--- src/rtl/dma_chan_regs_pkg.sv ---
package dma_chan_regs_pkg;

  localparam int IDX_W = 10;
  localparam int DATA_W = 32;
  localparam int CH_IDX_W = 5;

  localparam logic [IDX_W-1:0] IDX_CFG     = 10'h180;
  localparam logic [IDX_W-1:0] IDX_ERR     = 10'h181;
  localparam logic [IDX_W-1:0] IDX_IEN     = 10'h182;
  localparam logic [IDX_W-1:0] IDX_TXSET   = 10'h184;
  localparam logic [IDX_W-1:0] IDX_TXCLR   = 10'h185;
  localparam logic [IDX_W-1:0] IDX_TXEOB   = 10'h186;
  localparam logic [IDX_W-1:0] IDX_TXDERR  = 10'h187;
  localparam logic [IDX_W-1:0] IDX_RXSET   = 10'h190;
  localparam logic [IDX_W-1:0] IDX_RXCLR   = 10'h191;
  localparam logic [IDX_W-1:0] IDX_RXEOB   = 10'h192;
  localparam logic [IDX_W-1:0] IDX_RXDERR  = 10'h193;
  localparam logic [IDX_W-1:0] IDX_TXPTR   = 10'h1A0;
  localparam logic [IDX_W-1:0] IDX_RXPTR   = 10'h1C0;
  localparam logic [IDX_W-1:0] IDX_RXSZ    = 10'h1E0;

  localparam logic [IDX_W-CH_IDX_W-1:0] WIN_TXPTR = IDX_TXPTR[IDX_W-1:CH_IDX_W];
  localparam logic [IDX_W-CH_IDX_W-1:0] WIN_RXPTR = IDX_RXPTR[IDX_W-1:CH_IDX_W];
  localparam logic [IDX_W-CH_IDX_W-1:0] WIN_RXSZ  = IDX_RXSZ[IDX_W-1:CH_IDX_W];

  localparam logic [DATA_W-1:0] CFG_MASK   = 32'h00FF_C087;
  localparam logic [DATA_W-1:0] CFG_INIT   = 32'h0007_C000;
  localparam logic [DATA_W-1:0] IEN_MASK   = 32'h0000_001F;
  localparam logic [DATA_W-1:0] TXACT_MASK = 32'hF000_0000;
  localparam logic [DATA_W-1:0] RXACT_MASK = 32'hC000_0000;
  localparam int SIZE_W = 8;

  typedef enum logic [3:0] {
    SEL_NONE, SEL_CFG, SEL_ERR, SEL_IEN,
    SEL_TXSET, SEL_TXCLR, SEL_TXEOB, SEL_TXDERR,
    SEL_RXSET, SEL_RXCLR, SEL_RXEOB, SEL_RXDERR,
    SEL_TXPTR, SEL_RXPTR, SEL_RXSZ
  } regSel_e;

  typedef struct packed {
    logic                wrEn;
    logic                rdEn;
    logic                softRst;
    regSel_e             sel;
    logic [CH_IDX_W-1:0] chan;
  } regStrobe_t;

endpackage

--- src/rtl/dma_chan_regs_ctrl.sv ---
module dma_chan_regs_ctrl
  import dma_chan_regs_pkg::*;
#(
  parameter int TX_CH = 4,
  parameter int RX_CH = 3
) (
  input  logic             reqValid,
  input  logic             reqWrite,
  input  logic [IDX_W-1:0] reqIndex,
  input  logic             cfgResetBit,
  output regStrobe_t       stb
);

  logic [CH_IDX_W-1:0]       offs;
  logic [IDX_W-CH_IDX_W-1:0] win;
  regSel_e                   sel;

  assign offs = reqIndex[CH_IDX_W-1:0];
  assign win  = reqIndex[IDX_W-1:CH_IDX_W];

  always_comb begin
    sel = SEL_NONE;
    case (reqIndex)
      IDX_CFG:    sel = SEL_CFG;
      IDX_ERR:    sel = SEL_ERR;
      IDX_IEN:    sel = SEL_IEN;
      IDX_TXSET:  sel = SEL_TXSET;
      IDX_TXCLR:  sel = SEL_TXCLR;
      IDX_TXEOB:  sel = SEL_TXEOB;
      IDX_TXDERR: sel = SEL_TXDERR;
      IDX_RXSET:  sel = SEL_RXSET;
      IDX_RXCLR:  sel = SEL_RXCLR;
      IDX_RXEOB:  sel = SEL_RXEOB;
      IDX_RXDERR: sel = SEL_RXDERR;
      default:    sel = SEL_NONE;
    endcase
    // Per-channel windows: only slots below the channel count are mapped
    if (win == WIN_TXPTR && 32'(offs) < TX_CH) sel = SEL_TXPTR;
    if (win == WIN_RXPTR && 32'(offs) < RX_CH) sel = SEL_RXPTR;
    if (win == WIN_RXSZ  && 32'(offs) < RX_CH) sel = SEL_RXSZ;
  end

  always_comb begin
    stb.wrEn    = reqValid && reqWrite;
    stb.rdEn    = reqValid && !reqWrite;
    stb.softRst = reqValid && reqWrite && (sel == SEL_CFG) && cfgResetBit;
    stb.sel     = sel;
    stb.chan    = offs;
  end

endmodule

--- src/rtl/dma_chan_regs_dp.sv ---
module dma_chan_regs_dp
  import dma_chan_regs_pkg::*;
#(
  parameter int TX_CH = 4,
  parameter int RX_CH = 3
) (
  input  logic              clk,
  input  logic              rstN,
  input  regStrobe_t        stb,
  input  logic [DATA_W-1:0] wdata,
  input  logic [DATA_W-1:0] errEvent,
  input  logic [TX_CH-1:0]  txEobEvent,
  input  logic [TX_CH-1:0]  txDescEvent,
  input  logic [RX_CH-1:0]  rxEobEvent,
  input  logic [RX_CH-1:0]  rxDescEvent,
  output logic [DATA_W-1:0] rdData
);

  logic [DATA_W-1:0] cfgReg, errReg, ienReg;
  logic [DATA_W-1:0] txSetReg, txClrReg, txEobReg, txDerrReg;
  logic [DATA_W-1:0] rxSetReg, rxClrReg, rxEobReg, rxDerrReg;
  logic [DATA_W-1:0] txPtr [TX_CH];
  logic [DATA_W-1:0] rxPtr [RX_CH];
  logic [SIZE_W-1:0] rxSize [RX_CH];
  logic [DATA_W-1:0] rdNext;
  regSel_e           wrSel;

  assign wrSel = stb.wrEn ? stb.sel : SEL_NONE;

  // Set from events wins over a same-cycle software clear
  function automatic logic [DATA_W-1:0] w1cNext(
    input logic [DATA_W-1:0] cur,
    input logic              hit,
    input logic [DATA_W-1:0] wd,
    input logic [DATA_W-1:0] setv
  );
    return (cur & ~(hit ? wd : '0)) | setv;
  endfunction

  always_ff @(posedge clk or negedge rstN) begin
    if (!rstN) begin
      cfgReg    <= CFG_INIT;
      errReg    <= '0;
      ienReg    <= '0;
      txSetReg  <= '0;
      txClrReg  <= '0;
      txEobReg  <= '0;
      txDerrReg <= '0;
      rxSetReg  <= '0;
      rxClrReg  <= '0;
      rxEobReg  <= '0;
      rxDerrReg <= '0;
    end else if (stb.softRst) begin
      cfgReg    <= wdata & CFG_MASK;
      errReg    <= '0;
      ienReg    <= '0;
      txSetReg  <= '0;
      txClrReg  <= '0;
      txEobReg  <= '0;
      txDerrReg <= '0;
      rxSetReg  <= '0;
      rxClrReg  <= '0;
      rxEobReg  <= '0;
      rxDerrReg <= '0;
    end else begin
      if (wrSel == SEL_CFG)   cfgReg   <= wdata & CFG_MASK;
      if (wrSel == SEL_IEN)   ienReg   <= wdata & IEN_MASK;
      if (wrSel == SEL_TXSET) txSetReg <= wdata & TXACT_MASK;
      if (wrSel == SEL_TXCLR) txClrReg <= wdata & TXACT_MASK;
      if (wrSel == SEL_RXSET) rxSetReg <= wdata & RXACT_MASK;
      if (wrSel == SEL_RXCLR) rxClrReg <= wdata & RXACT_MASK;
      errReg    <= w1cNext(errReg,    wrSel == SEL_ERR,    wdata, errEvent);
      txEobReg  <= w1cNext(txEobReg,  wrSel == SEL_TXEOB,  wdata, DATA_W'(txEobEvent));
      txDerrReg <= w1cNext(txDerrReg, wrSel == SEL_TXDERR, wdata, DATA_W'(txDescEvent));
      rxEobReg  <= w1cNext(rxEobReg,  wrSel == SEL_RXEOB,  wdata, DATA_W'(rxEobEvent));
      rxDerrReg <= w1cNext(rxDerrReg, wrSel == SEL_RXDERR, wdata, DATA_W'(rxDescEvent));
    end
  end

  // Per-channel storage: hardware reset only, soft reset leaves it alone
  for (genvar c = 0; c < TX_CH; c++) begin : g_tx
    always_ff @(posedge clk or negedge rstN) begin
      if (!rstN) txPtr[c] <= '0;
      else if (wrSel == SEL_TXPTR && stb.chan == CH_IDX_W'(c)) txPtr[c] <= wdata;
    end
  end

  for (genvar c = 0; c < RX_CH; c++) begin : g_rx
    always_ff @(posedge clk or negedge rstN) begin
      if (!rstN) begin
        rxPtr[c]  <= '0;
        rxSize[c] <= '0;
      end else begin
        if (wrSel == SEL_RXPTR && stb.chan == CH_IDX_W'(c)) rxPtr[c] <= wdata;
        if (wrSel == SEL_RXSZ && stb.chan == CH_IDX_W'(c)) rxSize[c] <= wdata[SIZE_W-1:0];
      end
    end
  end

  always_comb begin
    rdNext = '0;
    case (stb.sel)
      SEL_CFG:    rdNext = cfgReg;
      SEL_ERR:    rdNext = errReg;
      SEL_IEN:    rdNext = ienReg;
      SEL_TXSET:  rdNext = txSetReg;
      SEL_TXCLR:  rdNext = txClrReg;
      SEL_TXEOB:  rdNext = txEobReg;
      SEL_TXDERR: rdNext = txDerrReg;
      SEL_RXSET:  rdNext = rxSetReg;
      SEL_RXCLR:  rdNext = rxClrReg;
      SEL_RXEOB:  rdNext = rxEobReg;
      SEL_RXDERR: rdNext = rxDerrReg;
      SEL_TXPTR:
        for (int c = 0; c < TX_CH; c++)
          if (stb.chan == CH_IDX_W'(c)) rdNext = txPtr[c];
      SEL_RXPTR:
        for (int c = 0; c < RX_CH; c++)
          if (stb.chan == CH_IDX_W'(c)) rdNext = rxPtr[c];
      SEL_RXSZ:
        for (int c = 0; c < RX_CH; c++)
          if (stb.chan == CH_IDX_W'(c)) rdNext = DATA_W'(rxSize[c]);
      default:    rdNext = '0;
    endcase
  end

  always_ff @(posedge clk or negedge rstN) begin
    if (!rstN) rdData <= '0;
    else if (stb.rdEn) rdData <= rdNext;
  end

endmodule

--- src/rtl/dma_chan_regs.sv ---
module dma_chan_regs
  import dma_chan_regs_pkg::*;
#(
  parameter int TX_CH = 4,
  parameter int RX_CH = 3
) (
  input  logic              clk,
  input  logic              rstN,
  input  logic              reqValid,
  input  logic              reqWrite,
  input  logic [IDX_W-1:0]  reqIndex,
  input  logic [DATA_W-1:0] reqWdata,
  input  logic [DATA_W-1:0] errEvent,
  input  logic [TX_CH-1:0]  txEobEvent,
  input  logic [TX_CH-1:0]  txDescEvent,
  input  logic [RX_CH-1:0]  rxEobEvent,
  input  logic [RX_CH-1:0]  rxDescEvent,
  output logic [DATA_W-1:0] rdData
);

  regStrobe_t stb;

  dma_chan_regs_ctrl #(.TX_CH(TX_CH), .RX_CH(RX_CH)) u_ctrl (
    .reqValid    (reqValid),
    .reqWrite    (reqWrite),
    .reqIndex    (reqIndex),
    .cfgResetBit (reqWdata[DATA_W-1]),
    .stb         (stb)
  );

  dma_chan_regs_dp #(.TX_CH(TX_CH), .RX_CH(RX_CH)) u_dp (
    .clk         (clk),
    .rstN        (rstN),
    .stb         (stb),
    .wdata       (reqWdata),
    .errEvent    (errEvent),
    .txEobEvent  (txEobEvent),
    .txDescEvent (txDescEvent),
    .rxEobEvent  (rxEobEvent),
    .rxDescEvent (rxDescEvent),
    .rdData      (rdData)
  );

endmodule

--- config.mk ---
export PLATFORM = sky130hd
export DESIGN_NAME = dma_chan_regs
export DESIGN_NICKNAME = d
export VERILOG_FILES = /design/src/rtl/dma_chan_regs_pkg.sv /design/src/rtl/dma_chan_regs_ctrl.sv /design/src/rtl/dma_chan_regs_dp.sv /design/src/rtl/dma_chan_regs.sv
export SDC_FILE = /design/constraint.sdc
export NUM_CORES = 1
export LEC_CHECK = 0
export CORE_UTILIZATION = 42
export CTS_BUF_LIST = sky130_fd_sc_hd__clkbuf_2
export CTS_CLUSTER_DIAMETER = 150
export DETAILED_ROUTE_END_ITERATION = 16
export GPL_ROUTABILITY_DRIVEN = 0
export HOLD_SLACK_MARGIN = 0.06
export SYNTH_ARGS = -nofsm -noshare
export SYNTH_HDL_FRONTEND = slang
export SYNTH_SLANG_ARGS = --single-unit
--- constraint.sdc ---
create_clock -name clk -period 4.85 [get_ports clk]
set_clock_uncertainty 0.15 [all_clocks]
set_input_delay 0.97 -clock clk [delete_from_list [all_inputs] [get_ports clk]]
set_output_delay 0.97 -clock clk [all_outputs]
set_load 0.005 [all_outputs]
Word-level counts from Yosys, hierarchy flattened
Index checks and enable logic that the tools add are counted.

RAM bits: 0. ROM bits: 0. Memories: 0. Bits in latches: 0. Flip-flop bits (word level): 632.

Add/subtract/negate cells: 0. Shift operators: 0. Reductions and logical operators: 25. $mul: 0. $lt $le $gt $ge: 2. Divide/modulo/power cells: 0. Bitwise gates (word level): 15. Equality and inequality tests: 45. Multiplexer cells: 38.

Operators with widths (count): $mux W32 (29); $pmux W32 S14 (1); $and A32 B32 Y32 (5); $not A32 Y32 (5); $eq A10 B9 Y1 const B (11); $or A32 B3 Y32 (2); $or A32 B4 Y32 (2); $eq A4 B4 Y1 const B (14); $pmux W4 S11 (1); $eq A4 B3 Y1 const B (8); $or A32 B32 Y32 (1); $mux W8 (3); $logic_and A1 B1 Y1 (17); $eq A4 B2 Y1 const B (4); $mux W4 (4); $eq A5 B4 Y1 const B (3); $reduce_bool A2 Y1 (6); $eq A5 B2 Y1 const B (2); $eq A4 B1 Y1 const B (2); $eq A5 B1 Y1 const B (1); $logic_not A5 Y1 (1); $lt A5 B2 Y1 const B (1); $lt A5 B3 Y1 const B (1); $logic_not A1 Y1 (1).

Depth between registers and ports, before layout
Gate-level depths: netlist of the first run.

Depth in word-level cells: 12. Mapped depth: 10.

Hierarchy
From an unflattened synthesis of the first run, not the netlist that was laid out.

Cell total of the unflattened synthesis: 1907. Area total of the unflattened synthesis: 21714.6 um^2.

Modules (own cells, without submodules): dma_chan_regs_dp (cells each 1872, sequential area each 11792.6 um^2, instances 1, area an instance 21474.3 um^2); dma_chan_regs_ctrl (cells each 35, sequential area each 0.0 um^2, instances 1, area an instance 240.2 um^2).

Least setup slack after synthesis of the first run
OpenSTA, ideal clock, no wires.

Path type: in2reg. Start: input port reqIndex[4]. End: register u_dp.cfgReg[19]. Data arrival time: 2.937 ns. Buffers on the path: 3. Setup slack: 1.636 ns. Stages: 8. Cell sequence: or3_1 > or4_4 > buf_6 > o31ai_2 > and3_1 > buf_2 > buf_6 > mux2_1.

Cells in the longest elaborated chain, start to end: 9. Elaborated cells on any way between the ends: 27.

RTL lines: from (decl) (RTL line dma_chan_regs.sv:11) `input logic [IDX_W-1:0] reqIndex,`; $eq A10 B9 Y1 or $lt A5 B3 Y1 (tied branches) (RTL line dma_chan_regs_ctrl.sv:23, dma_chan_regs_ctrl.sv:38); $pmux W4 S11 or $logic_and A1 B1 Y1 (tied branches) (RTL line dma_chan_regs_ctrl.sv:23, dma_chan_regs_ctrl.sv:38); $mux W4 (RTL line dma_chan_regs_ctrl.sv:38) `if (win == WIN_TXPTR && 32'(offs) < TX_CH) sel = SEL_TXPTR;`; $mux W4 (RTL line dma_chan_regs_ctrl.sv:39) `if (win == WIN_RXPTR && 32'(offs) < RX_CH) sel = SEL_RXPTR;`; $mux W4 * (RTL line dma_chan_regs_ctrl.sv:40) `if (win == WIN_RXSZ && 32'(offs) < RX_CH) sel = SEL_RXSZ;`; $eq A4 B1 Y1 (RTL line dma_chan_regs_ctrl.sv:46) `stb.softRst = reqValid && reqWrite && (sel == SEL_CFG) && cfgResetBit;`; $logic_and A1 B1 Y1 (2 in a row) (RTL line dma_chan_regs_ctrl.sv:46); $mux W32 or $reduce_bool A2 Y1 (tied branches); to (signal assigned) (RTL line dma_chan_regs_dp.sv:54) `cfgReg <= wdata & CFG_MASK;`; to (signal assigned) (RTL line dma_chan_regs_dp.sv:66) `if (wrSel == SEL_CFG) cfgReg <= wdata & CFG_MASK;`; to (decl) (RTL line dma_chan_regs_dp.sv:19) `logic [DATA_W-1:0] cfgReg, errReg, ienReg;`.

Every way passes the cells marked *; elsewhere a longest branch is shown, timed or not. A chain may end at the register's enable or synchronous reset.

Worst setup path after layout of the first run
Start: register u_dp.rdData[31]. End: output port rdData[31].

RTL lines: from (decl) (RTL line dma_chan_regs_dp.sv:16) `output logic [DATA_W-1:0] rdData`; from (signal assigned) (RTL line dma_chan_regs_dp.sv:129) `else if (stb.rdEn) rdData <= rdNext;`; to (decl) (RTL line dma_chan_regs.sv:18) `output logic [DATA_W-1:0] rdData`.

No word-level cell between the ends.

==> results of run 1 <==
==> logic make-up (layout without fill, tap and decap cells) <==
family	after synthesis	after routing	synth area share [%]
other cells	0	3	0
simple gates	556	556	12.0
flops	471	471	54.5
xor+xnor	1	1	0.0405
compound gates	314	314	9.71
buf+inv	165	446	3.23
mux	375	375	20.6
==> flip-flops by register name (all words and copies together) (netlist names), 32 cells and up <==
| register | flops |
|---|---|
| u_dp.rxEobReg | 32 |
| u_dp.errReg | 32 |
| u_dp.txDerrReg | 32 |
| u_dp.rdData | 32 |
| u_dp.rxPtr | 96 |
| u_dp.txPtr | 128 |
| u_dp.txEobReg | 32 |
| u_dp.rxDerrReg | 32 |
==> where the power goes <==
part	total [mW]	switching, mW	internal [mW]
logic	0.455	0.308	0.147
clock network	3.06	1.73	1.33
registers	3.94	0.00645	3.94
==> final cells by class <==
| class | instances | area [sq um] | area share [%] |
|---|---|---|---|
| Sequential cell | 471 | 11800 | 46.8 |
| Multi-Input combinational cell | 1246 | 9260 | 36.8 |
| Timing Repair Buffer | 209 | 2020 | 8.01 |
| Clock buffer | 194 | 971 | 3.86 |
| Tap cell | 672 | 841 | 3.34 |
| Clock inverter | 37 | 273 | 1.08 |
| Inverter | 6 | 22.5 | 0.0894 |
| Antenna cell | 3 | 7.51 | 0.0298 |
==> worst max-delay path by stage <==
stage / cells past startpoint / startpoint / to / slack (ps)
floorplan: 8 / reqIndex[4] / u_dp.cfgReg[19]$_DFFE_PN0P_ / 1640
global placement: 10 / reqIndex[2] / u_dp.txEobReg[31]$_DFF_PN0_ / 650
detailed placement: 10 / reqIndex[2] / u_dp.txEobReg[31]$_DFF_PN0_ / 520
CTS: 1 / u_dp.rdData[31]$_DFFE_PN0P_ / rdData[31] / 1340
global route: 1 / u_dp.rdData[31]$_DFFE_PN0P_ / rdData[31] / 1380
finish: 1 / u_dp.rdData[31]$_DFFE_PN0P_ / rdData[31] / 1460
==> per-layer routing <==
layer,global-route usage [%],vias up,wire length [microns]
met5,0,-,0
met4,11.3,0,2140
met3,7.06,127,5140
met2,40.4,684,31200
met1,34.5,8503,29000
li1,-,7247,-
==> per-stage QoR <==
| stage | utilization, % | power, mW | hold WS, ps |
|---|---|---|---|
| final | 49.9 | 7.45 | 155 |
| after global routing | 49.9 | 7.79 | 113 |
| after CTS | 49.9 | 7.53 | 61.6 |
| after detailed placement | 47.1 | 4.47 | 325 |
| after global placement | 47.1 | 4.46 | 319 |
| after floorplan | - | 4.18 | 303 |
==> placed cells by master, fill, tap and decap left out, drive strengths merged, types with 27 or more instances in the layout <==
| cell type | count |
|---|---|
| clkdlybuf4s50 | 120 |
| dfrtp | 466 |
| nand3 | 29 |
| o21ai | 32 |
| clkinv | 27 |
| clkbuf | 194 |
| and3 | 68 |
| mux4 | 29 |
| nand2 | 249 |
| nor2 | 106 |
| nand4 | 47 |
| mux2 | 270 |
| buf | 74 |
| a22oi | 60 |
| mux2i | 76 |
| a21oi | 122 |
==> impl_results.md, run 1 <==
* PD cells at 296 nW/um^2
* Wirelength per Cell at 23.8 microns
* Final Cycle Share at 70.0%
* Main area contributors after synthesis: dfrtp_1, mux2_2, nand2_1, mux2i_1, mux4_2
* Yosys warning count at 0
* CTS root buffer: clkbuf_2
* Dpl cell area at 23800 sq um
* Initial Util at 42.9%
* Die Y at 229 microns
* Clk buf depth at 3
* Synth unique cells at 70
* CTS clk-pin slew, worst paths at 110 ps
* Final Critical Period at 3390 ps
* Setup WS post-layout at 1460 ps
* Slew margin rel. at 35.1%
* CP max stage delay at 540 ps
* Slack of the worst reg-to-reg path at 2980 ps
* Initial antenna violation count at 1
* WL final at 67500 microns
* Asr flop ratio synth at 100%
* Crit path buffers/inverters at 1
* Dpl cells at 2589
* Fill count at 4621
* Number of CTS-inserted buffers at 132
* First-pass GRT wire length at 103000 microns
* Iter 0 DRT Violations at 1650
* Core ar. at 50500 sq um
* Final design area excluding fillers at 25200 sq um
* Largest net degree at the start of global routing at 99
* Slew Viols, Final at 0
* DRC errors left at 0
* Worst-path cell chain: clkdlybuf4s50_1
* Non-Filler Instances at 2838
* Post-synthesis sequential area ratio at 54.5%
* Worst-Margin Slew at 973 ps
* Final Hold Viols at 0
* Overall Global Routing Usage at 26.1%
* Avg Inst Size Synth at 11.5 sq um
* Leak Pwr at 11.6 nW
* Final setup vio count at 0
* Worst hold path type: input pin to async pin
* Peak supply drop at 0.138 mV
* Post-Place Worst Slack at 515 ps
* Total congestion overflow at 0
* Die width at 229 microns
* RSZ-0062 raised after global routing: no
* Area share of the leading cell type in the synthesized netlist at 53.9%
* Post-synth top flop: dfrtp_1
* Fraction of layout cells with a size suffix above 1 at 28.1%
* CP top delay family: buffers and inverters
* Crit path capture type: primary output
* Setup Buffers After CTS at 0
* Vias per Instance at 5.84
* Outcome: finished, final reports clean
* Cell row count at 82
* Vias at 16600
* EDFF count, synth at 0
* Setup TNS at 0 ps
* Critical-path top delay cell: clkdlybuf4s50_1
* Post_cts resized at 0
* Most frequent cell after synthesis: dfrtp_1
* Highest Clock Rate at 295 MHz
* Max-Cap Viols at 0
* Syn-to-layout area delta at 16.3%
* Clock Sinks at 471
* Post-Syn Instances at 1882
* Drt first pass iters at 6
* Crit start category: flip-flop
* Seq cells post-synth at 471
* Detailed Place HPWL at 41800 microns
* Max Fanout on Critical Path at 3
* Cts hold-fix bufs at 15
* Num ports at 124
* Synth area leader: dfrtp_1
* Nets@finish at 2158
* Die footprint at 52400 sq um
* Synth Net Count at 1974
* Critical R2R Launch: u_dp.txPtr[67]$_DFFE_PN0P_
* Worst EP required at 3730 ps
* Worst-Skew Late Latency at 1320 ps
* Most frequent cells after synthesis: dfrtp_1, mux2_2, nand2_1, a21oi_1, nor2_1
* Area of the mapped netlist at 21600 sq um
* Critical path class: flip-flop to primary output
* Depth of the most critical reg-to-reg path at 5
* H-tree levels at 4
* Routed Antenna Nets at 0
* CTS tree: yes
* Worst Path Arrival at 2270 ps
* Port bufs at 123
* Vias in the first global route at 16900
* R2R Path End: u_dp.rdData[3]$_DFFE_PN0P_
(Power assumes the default switching activity.)
==> inputs of run 2 (changes only) <==
==> constraint.sdc (replaced) <==
create_clock -name clk -period 3.5 [get_ports clk]
set_clock_uncertainty 0.15 [all_clocks]
set_input_delay 0.7 -clock clk [delete_from_list [all_inputs] [get_ports clk]]
set_output_delay 0.7 -clock clk [all_outputs]
set_load 0.005 [all_outputs]
==> impl_results.md, run 2 (synthesis results as in run 1) <==
* Worst-Skew Late Latency at 1200 ps
* Setup Buffers After CTS at 0
* Total congestion overflow at 0
* Core ar. at 50500 sq um
* CTS root buffer: clkbuf_2
* Highest Clock Rate at 337 MHz
* Final setup vio count at 0
* Leak Pwr at 12.1 nW
* Fraction of layout cells with a size suffix above 1 at 29.3%
* Most common cell after layout, fill and taps aside: dfrtp_1
* Worst-path cell chain: clkdlybuf4s50_1
* DRC errors left at 0
* Die footprint at 52400 sq um
* Syn-to-layout area delta at 21.6%
* Num ports at 124
* Worst EP required at 2650 ps
* Die Y at 229 microns
* Final Hold Viols at 0
* RSZ-0062 raised after global routing: no
* Worst Path Arrival at 2120 ps
* Die width at 229 microns
* Worst-Margin Slew at 783 ps
* CP max stage delay at 530 ps
* Port bufs at 123
* Max Fanout on Critical Path at 3
* WL final at 67500 microns
* Detailed Place HPWL at 44000 microns
* CTS tree: yes
* First-pass GRT wire length at 104000 microns
* CP top delay family: buffers and inverters
* Slew Viols, Final at 0
* Hold Slack at 243 ps
* Vias per Instance at 5.75
* Overall Global Routing Usage at 26.1%
* Crit path buffers/inverters at 1
* Vias at 16900
* Worst hold path type: input pin to flip-flop
* Initial antenna violation count at 2
* Nets@finish at 2255
* Fill count at 4500
* H-tree levels at 3
* Crit path capture type: primary output
* Cell row count at 82
* Max-Cap Viols at 0
* Largest Register: u_dp.txPtr
* Routed Antenna Nets at 0
* Max FFs per register at 128
* Util after Layout at 52.1%
* Critical path class: flip-flop to primary output
* PD cells at 377 nW/um^2
* Number of CTS-inserted buffers at 119
* Peak supply drop at 0.198 mV
* Clock Sinks at 471
* Drt first pass iters at 5
* Iter 0 DRT Violations at 1426
* Slew margin rel. at 47.6%
* Clk buf depth at 3
* Crit start category: flip-flop
* Largest net degree at the start of global routing at 78
* Final Critical Period at 2970 ps
* CTS clk-pin slew, worst paths at 100 ps
* Outcome: finished, final reports clean
* Post-Place Worst Slack at -86.1 ps
* Final Cycle Share at 84.8%
* Most frequent cells in the layout: dfrtp_1, mux2_2, nand2_1
* Setup WS post-layout at 531 ps
* Wirelength per Cell at 23.0 microns
* Critical-path top delay cell: clkdlybuf4s50_1
* Initial Util at 42.9%
* Top Registers: u_dp.txPtr x128, u_dp.rxPtr x96
* Vias in the first global route at 17700
## run 2: path summary, 6_finish.rpt
kind	from	depth (start not counted)	endpoint	slack, ps
max in group asynchronous	rstN	4	u_dp.ienReg[0]$_DFFE_PN0P_	2040
setup / recovery	u_dp.rdData[18]$_DFFE_PN0P_	1	rdData[18]	530
hold / removal	reqIndex[1]	7	u_dp.rdData[2]$_DFFE_PN0P_	240
hold reg to reg	u_dp.errReg[3]$_DFF_PN0_	2	u_dp.rdData[3]$_DFFE_PN0P_	330
setup reg to reg	u_dp.txPtr[62]$_DFFE_PN0P_	6	u_dp.rdData[30]$_DFFE_PN0P_	1610
min in group asynchronous	rstN	3	u_dp.rxDerrReg[21]$_DFF_PN0_	450
## run 2: cell type report
type | count | area [sq um] | area share, %
sequential | 471 | 11800 | 44.8
multi-input combinational | 1246 | 9260 | 35.2
timing repair buffer | 319 | 3310 | 12.6
clock buffer | 172 | 861 | 3.27
tap | 672 | 841 | 3.20
clock inverter | 40 | 218 | 0.827
inverter | 6 | 22.5 | 0.0856
antenna | 3 | 7.51 | 0.0285
## run 2: report_power, final
group	internal, mW	leakage (nW)	total (mW)	switching [mW]
clock	1.47	0.816	3.74	2.28
sequential	5.46	6.31	5.47	0.00885
combinational	0.264	5.00	0.697	0.433
total	7.19	12.1	9.91	2.72
## run 2: what timing repair did
action,CTS,global route
hold buffers,50,0
gates resized for setup,0,0
hold endpoints to repair,465,0
## run 2: stage by stage
step	TNS [ps]	area (sq um)	cells	total power [mW]
floorplan	0	21600	1882	5.80
global placement	-507	24700	2664	6.21
detailed placement	-983	24700	2664	6.22
CTS	0	26300	2926	10.0
global route	0	26300	2928	10.4
finish	0	26300	2929	9.91
## run 2: routing by layer
layer	GRT usage [%]	wire length [microns]	vias to the layer above
met4	9.71	2140	0
met3	5.89	4560	128
met2	40.7	31200	648
met5	0	0	-
met1	35.5	29600	8645
li1	-	-	7429
## run 2: worst min-delay path: stages
cell	delay [ps]
buf_4	140
inv_2	140
nand2_1	90
nand3_1	100
nand4_1	130
a31oi_1	50
o21ai_0	130
